==> config.mk <==
export PLATFORM = sky130hd
export DESIGN_NAME = tpc_cache
export DESIGN_NICKNAME = d
export VERILOG_FILES = /design/src/rtl/tpc_pkg.sv /design/src/rtl/tpc_fold.sv /design/src/rtl/tpc_store.sv /design/src/rtl/tpc_resp.sv /design/src/rtl/tpc_cache.sv
export SDC_FILE = /design/constraint.sdc
export NUM_CORES = 2
export LEC_CHECK = 0
export BUFFER_PORTS_ARGS = -buffer_cell sky130_fd_sc_hd__buf_2
export CAP_MARGIN = 20
export CORE_MARGIN = 4
export CORE_UTILIZATION = 30
export CTS_BUF_LIST = sky130_fd_sc_hd__clkbuf_8
export DETAILED_ROUTE_END_ITERATION = 16
export PLACE_DENSITY = 0.45
export SLEW_MARGIN = 20
export SYNTH_ARGS = -nofsm -noshare
export SYNTH_HDL_FRONTEND = slang
export SYNTH_HIERARCHICAL = 1
export SYNTH_SLANG_ARGS = --single-unit
==> constraint.sdc <==
create_clock -name clk -period 5.29 [get_ports clk]
set_input_delay 0.7935 -clock clk [delete_from_list [all_inputs] [get_ports clk]]
set_output_delay 0.7935 -clock clk [all_outputs]
set_load 0.02 [all_outputs]
==> src/rtl/tpc_pkg.sv <==
// Package: shared constants and helpers for the taint propagation response cache.
// Assumes nothing beyond integer parameters being positive.
package tpc_pkg;

    // Index width fixed by the 128-entry organisation.
    localparam int TPC_IDX_W = 7;

    // Widest taint state the cache is built for.
    localparam int TPC_MAX_STATE_W = 16;

    // Integer ceiling division, used to count fold slices.
    function automatic int ceil_div(input int num, input int den);
        return (num + den - 1) / den;
    endfunction

endpackage

==> src/rtl/tpc_fold.sv <==
// Module: tpc_fold
// Folds a key into an index by XORing successive IDX_W-bit slices, starting
// at bit 0; the top slice is zero-padded. Purely combinational.
// Assumes KEY_W >= 1 and IDX_W >= 1.
module tpc_fold
    import tpc_pkg::*;
#(
    parameter int KEY_W = 14,
    parameter int IDX_W = 7
) (
    input  logic [KEY_W-1:0] key,
    output logic [IDX_W-1:0] idx
);

    localparam int NSL   = ceil_div(KEY_W, IDX_W);
    localparam int PAD_W = NSL * IDX_W;

    logic [PAD_W-1:0] padded;

    // Zero-extend the key to a whole number of slices.
    assign padded = PAD_W'(key);

    // XOR all slices together into the index.
    always_comb begin
        idx = '0;
        for (int s = 0; s < NSL; s++) begin
            idx = idx ^ padded[s*IDX_W +: IDX_W];
        end
    end

endmodule

==> src/rtl/tpc_store.sv <==
// Module: tpc_store
// Direct-mapped entry storage: one valid bit, one tag and one data word per
// index. Reads are combinational and return the contents before this cycle's
// write. A clear wipes every valid bit in one cycle and overrides a write;
// the caller is expected to gate wr_en with clr as well.
// Assumes synchronous active-low reset; tag and data arrays are not reset.
module tpc_store #(
    parameter int IDX_W = 7,
    parameter int TAG_W = 14,
    parameter int DAT_W = 3
) (
    input  logic             clk,
    input  logic             rst_n,
    input  logic             clr,
    input  logic             wr_en,
    input  logic [IDX_W-1:0] wr_idx,
    input  logic [TAG_W-1:0] wr_tag,
    input  logic [DAT_W-1:0] wr_dat,
    input  logic [IDX_W-1:0] rd_idx,
    output logic             rd_vld,
    output logic [TAG_W-1:0] rd_tag,
    output logic [DAT_W-1:0] rd_dat
);

    localparam int DEPTH = 1 << IDX_W;

    logic [DEPTH-1:0] vld_q;
    logic [TAG_W-1:0] tag_q [DEPTH];
    logic [DAT_W-1:0] dat_q [DEPTH];

    // Valid bits: reset and clear wipe all, otherwise a write sets one.
    always_ff @(posedge clk) begin
        if (!rst_n || clr) begin
            vld_q <= '0;
        end else if (wr_en) begin
            vld_q[wr_idx] <= 1'b1;
        end
    end

    // Tag and data arrays: written on an accepted write.
    always_ff @(posedge clk) begin
        if (wr_en && !clr) begin
            tag_q[wr_idx] <= wr_tag;
            dat_q[wr_idx] <= wr_dat;
        end
    end

    // Read port: current contents at the lookup index.
    always_comb begin
        rd_vld = vld_q[rd_idx];
        rd_tag = tag_q[rd_idx];
        rd_dat = dat_q[rd_idx];
    end

endmodule

==> src/rtl/tpc_resp.sv <==
// Module: tpc_resp
// Compares the stored tag with the lookup key and registers the response.
// A miss drives zero data. Assumes the read port data belongs to lk_key's index.
module tpc_resp #(
    parameter int KEY_W = 14,
    parameter int DAT_W = 3
) (
    input  logic             clk,
    input  logic             rst_n,
    input  logic             lk_valid,
    input  logic [KEY_W-1:0] lk_key,
    input  logic             rd_vld,
    input  logic [KEY_W-1:0] rd_tag,
    input  logic [DAT_W-1:0] rd_dat,
    output logic             rsp_valid,
    output logic             rsp_hit,
    output logic [DAT_W-1:0] rsp_dat
);

    logic hit_c;

    // Hit only for a valid entry holding exactly this key.
    assign hit_c = lk_valid && rd_vld && (rd_tag == lk_key);

    // Response register: one cycle after the lookup.
    always_ff @(posedge clk) begin
        if (!rst_n) begin
            rsp_valid <= 1'b0;
            rsp_hit   <= 1'b0;
            rsp_dat   <= '0;
        end else begin
            rsp_valid <= lk_valid;
            rsp_hit   <= hit_c;
            rsp_dat   <= hit_c ? rd_dat : '0;
        end
    end

endmodule

==> src/rtl/tpc_cache.sv <==
// Module: tpc_cache (top)
// Direct-mapped cache of software taint-handler verdicts. The key is
// {opcode, src1, src2, mem}; it is folded to IDX_W bits for the index and kept
// whole as the tag. Lookup result one cycle later. The handler-address write
// strobe flushes all entries and beats a simultaneous fill.
// Assumes 1 <= STATE_W <= 16 and synchronous active-low reset.
module tpc_cache
    import tpc_pkg::*;
#(
    parameter int OPC_W   = 8,
    parameter int STATE_W = 2,
    parameter int IDX_W   = TPC_IDX_W
) (
    input  logic               clk,
    input  logic               rst_n,
    input  logic               handler_addr_wr,
    input  logic               lk_valid,
    input  logic [OPC_W-1:0]   lk_opcode,
    input  logic [STATE_W-1:0] lk_src1,
    input  logic [STATE_W-1:0] lk_src2,
    input  logic [STATE_W-1:0] lk_mem,
    input  logic               fill_valid,
    input  logic [OPC_W-1:0]   fill_opcode,
    input  logic [STATE_W-1:0] fill_src1,
    input  logic [STATE_W-1:0] fill_src2,
    input  logic [STATE_W-1:0] fill_mem,
    input  logic [STATE_W-1:0] fill_state,
    input  logic               fill_exc,
    output logic               rsp_valid,
    output logic               rsp_hit,
    output logic [STATE_W-1:0] rsp_state,
    output logic               rsp_exc
);

    localparam int KEY_W = OPC_W + 3 * STATE_W;
    localparam int DAT_W = STATE_W + 1;

    logic [KEY_W-1:0] lk_key, fl_key, rd_tag;
    logic [IDX_W-1:0] lk_idx, fl_idx;
    logic [DAT_W-1:0] rd_dat, rsp_dat;
    logic             rd_vld, wr_en;

    // Assemble the lookup and fill keys in the same field order.
    assign lk_key = {lk_opcode, lk_src1, lk_src2, lk_mem};
    assign fl_key = {fill_opcode, fill_src1, fill_src2, fill_mem};

    // Flush has priority: a fill in a flush cycle is dropped.
    assign wr_en = fill_valid && !handler_addr_wr;

    tpc_fold #(.KEY_W(KEY_W), .IDX_W(IDX_W)) i_fold_lk (
        .key (lk_key),
        .idx (lk_idx)
    );

    tpc_fold #(.KEY_W(KEY_W), .IDX_W(IDX_W)) i_fold_fl (
        .key (fl_key),
        .idx (fl_idx)
    );

    tpc_store #(.IDX_W(IDX_W), .TAG_W(KEY_W), .DAT_W(DAT_W)) i_store (
        .clk    (clk),
        .rst_n  (rst_n),
        .clr    (handler_addr_wr),
        .wr_en  (wr_en),
        .wr_idx (fl_idx),
        .wr_tag (fl_key),
        .wr_dat ({fill_state, fill_exc}),
        .rd_idx (lk_idx),
        .rd_vld (rd_vld),
        .rd_tag (rd_tag),
        .rd_dat (rd_dat)
    );

    tpc_resp #(.KEY_W(KEY_W), .DAT_W(DAT_W)) i_resp (
        .clk       (clk),
        .rst_n     (rst_n),
        .lk_valid  (lk_valid),
        .lk_key    (lk_key),
        .rd_vld    (rd_vld),
        .rd_tag    (rd_tag),
        .rd_dat    (rd_dat),
        .rsp_valid (rsp_valid),
        .rsp_hit   (rsp_hit),
        .rsp_dat   (rsp_dat)
    );

    // Split the registered verdict into its two output fields.
    assign rsp_state = rsp_dat[DAT_W-1:1];
    assign rsp_exc   = rsp_dat[0];

endmodule

==> impl_metrics.yaml <==
yosys:
  yosys.area.top_type: "edfxtp_1"
  synth_most_common_cell: "edfxtp_1"
  synthesis.nets: 3834
  yosysWarnings: 6
  synth-seq-cells: 2309
  syn_area_per_cell_um2: 23.3
  synth_area_leaders: "edfxtp_1, mux4_2, dfxtp_1"
  seq_area_frac_synth_pct: 76.9
  synth_top_area_share_pct: 73.9
  synth_ff_type: "edfxtp_1"
  syn_inst: 3798
  synthArstFlopShare_pct: 0
  ys_types: 29
  synth_common_cells: "edfxtp_1, mux4_2, nor2_1, clkbuf_1, dfxtp_1"
  syn-cell-area_mm2: 0.0885
  synth-edff-count: 2176
floorplanning:
  die_w_um: 551
  rows: 199
  initial_core_util_pct: 30.1
  die_h_um: 551
  boundaryPins: 41
  die_area_mm2: 0.304
  core_mm2: 0.294
critical_path:
  path_common_cell: "mux4_2"
  crit_family: "multiplexers"
  worstPathMaxFanout: 21
  max_stage_delay_ps: 530
  worstPathCellList: "buf_2 > xor2_4 > buf_12 > buf_12 > buf_4 > buf_4 > mux4_2 > mux4_2 > mux4_2 > mux2_2 > xor2_1 > nor4_2 > and3_1"
  cpMaxStageDelayCell: "mux4_2"
  cp.required_ps: 6190
  crit_type: "in2reg"
  critPathBufInv: 5
  crit_path_end_kind: "flop"
  cp-start-kind: "input pin"
  crit_arrival_ps: 5000
  r2r_slack_ps: 1900
clocking:
  clk_pin_slew_worst_paths_ps: 60
  clk_root_buffer_cell: "clkbuf_8"
  postCtsResizedCells: 0
  cts_tree: "yes"
  postCtsSetupBuffers: 0
  ctsHoldBuffers: 0
  cts.sinks: 2309
  h-tree-depth: 5
  clock_latency_ps: 1020
  cts_max_path_buffers: 4
  numCtsBuffers: 386
sta:
  rsz0062_at_grt: "false"
  finalCriticalPeriod_ps: 4100
  fmax_mhz: 244
  worst_slack_ps: 1190
  fin_crit_sh_pct: 77.5
  hold_violations: 0
  worst_pin_slew_ps: 1130
  relSlewSlack_pct: 24.3
  worst_hold_slack_ps: 159
  fin_setup_tns_ps: 0
  drv_slew: 0
  setup_violations: 0
  skew_ps: 58.1
drt:
  drt-total-wl_mm: 254
  wl_met3_mm: 16.2
  via_per_inst: 4.92
  drcViolationCount: 0
  wl_per_cell_um: 29.9
  postRouteAntennaNets: 0
  vias: 41881
  drt-met1-wl_mm: 108
  drt-initial-drc-count: 3674
  routed.top_layer: "met4"
  first_pass_iters: 5
  route.met2.wl_mm: 124
global_route:
  grt_pass1_wl_mm: 354
  antenna_found_initial: 35
  grt_pass1_vias: 44158
  grt_usage_pct: 16.5
  grt_max_degree: 109
  grt.overflow.total: 0
power:
  p_sw_share_pct: 24.2
  p_seq_share_pct: 52.4
  leakagePower_nw: 31.9
  ir_worst_vdd_uv: 177
  power.density_mw_per_mm2: 371
  p_clk_share_pct: 38.3
  combPwrFrac_pct: 9.3
  p_int_w: 0.0289
  p_sw_w: 0.00926
  power_w: 0.0382
flow_run:
  max_cap_viol_count: 0
min_path:
  hold_class: "in2reg"
cells_and_area:
  layout-area-overhead-vs-synth_pct: 16.5
  stdcell_count: 8505
  drive_gt1_share_pct: 37.9
  nNetsFinal: 4323
placed_design:
  dpl.cell_count: 7818
  pre_cts_ws_ps: 165
  place_congestion: 0.789
  io_buffers: 40
  dpl.hpwl_mm: 151
run_status:
  status: "complete, no violations"
## final cells by class
| type | count | area (µm²) |
|---|---|---|
| Antenna cell | 19 | 47.5 |
| Clock buffer | 399 | 5490 |
| Clock inverter | 269 | 1440 |
| Fill cell | 27274 | 191000 |
| Multi-Input combinational cell | 1263 | 20100 |
| Sequential cell | 2309 | 68000 |
| Tap cell | 3919 | 4900 |
| Timing Repair Buffer | 327 | 3080 |
## power groups by stage
| stage | clock network [W] | registers [W] | logic [W] |
|---|---|---|---|
| 2_1_floorplan | 0 | 0.0204 | 0.00196 |
| 3_3_place_gp | 0 | 0.0204 | 0.00363 |
| 3_5_place_dp | 0 | 0.0204 | 0.00364 |
| 4_1_cts | 0.0151 | 0.0200 | 0.00364 |
| 5_1_grt | 0.0160 | 0.0200 | 0.00374 |
| 6_report | 0.0146 | 0.0200 | 0.00356 |
## final timing paths
kind | from | endpoint | cells past startpoint
max | lk_opcode[1] | i_resp/rsp_dat[2] | 13
min | fill_opcode[5] | i_store/tag_q[37][11] | 1
max reg2reg | i_store/tag_q[21][3] | i_resp/rsp_dat[2] | 8
min reg2reg | i_store/vld_q[92] | i_store/vld_q[92] | 2
## layout by cell type, fill, tap and decap left out, types with 9 or more instances in the layout
master	netlist	final
dfxtp_1	133	133
edfxtp_1	2176	2176
bufinv_16	0	9
mux4_2	756	756
clkinv_2	0	43
clkinv_1	0	89
mux2_2	18	18
inv_1	0	107
buf_4	0	248
xor2_1	19	10
clkbuf_8	0	399
diode_2	0	19
buf_2	58	23
xnor2_1	9	9
a21oi_1	128	128
buf_12	0	54
nor2_1	267	139
nor2_2	0	123
## routing by layer
metal	up-vias	global-route usage [%]
li1	17193	-
met1	22986	22.7
met2	1349	27.0
met3	353	3.11
met4	0	4.39
met5	-	0
## per-stage QoR
step / util (%) / instance area (µm²)
2_1_floorplan: - / 88500
3_3_place_gp: 32.7 / 96000
3_5_place_dp: 32.7 / 96000
4_1_cts: 35.0 / 103000
5_1_grt: 35.1 / 103000
6_report: 35.1 / 103000
## state kept, by name, summed over array words and instances (netlist names)
signal and count:
i_store/vld_q 128, i_resp/rsp_dat 3, i_store/tag_q 1792, i_store/dat_q 384, i_resp/rsp_hit 1, i_resp/rsp_valid 1
## logic make-up after synthesis
logic type,synth area share (%)
multiplexers,19.5
buffers and inverters,1.07
XOR/XNOR,0.277
AND/OR/NAND/NOR,1.59
AO/OA/AOI/OAI,0.724
flip-flops,76.9
No activity file was read; power rests on OpenSTA's default activity.
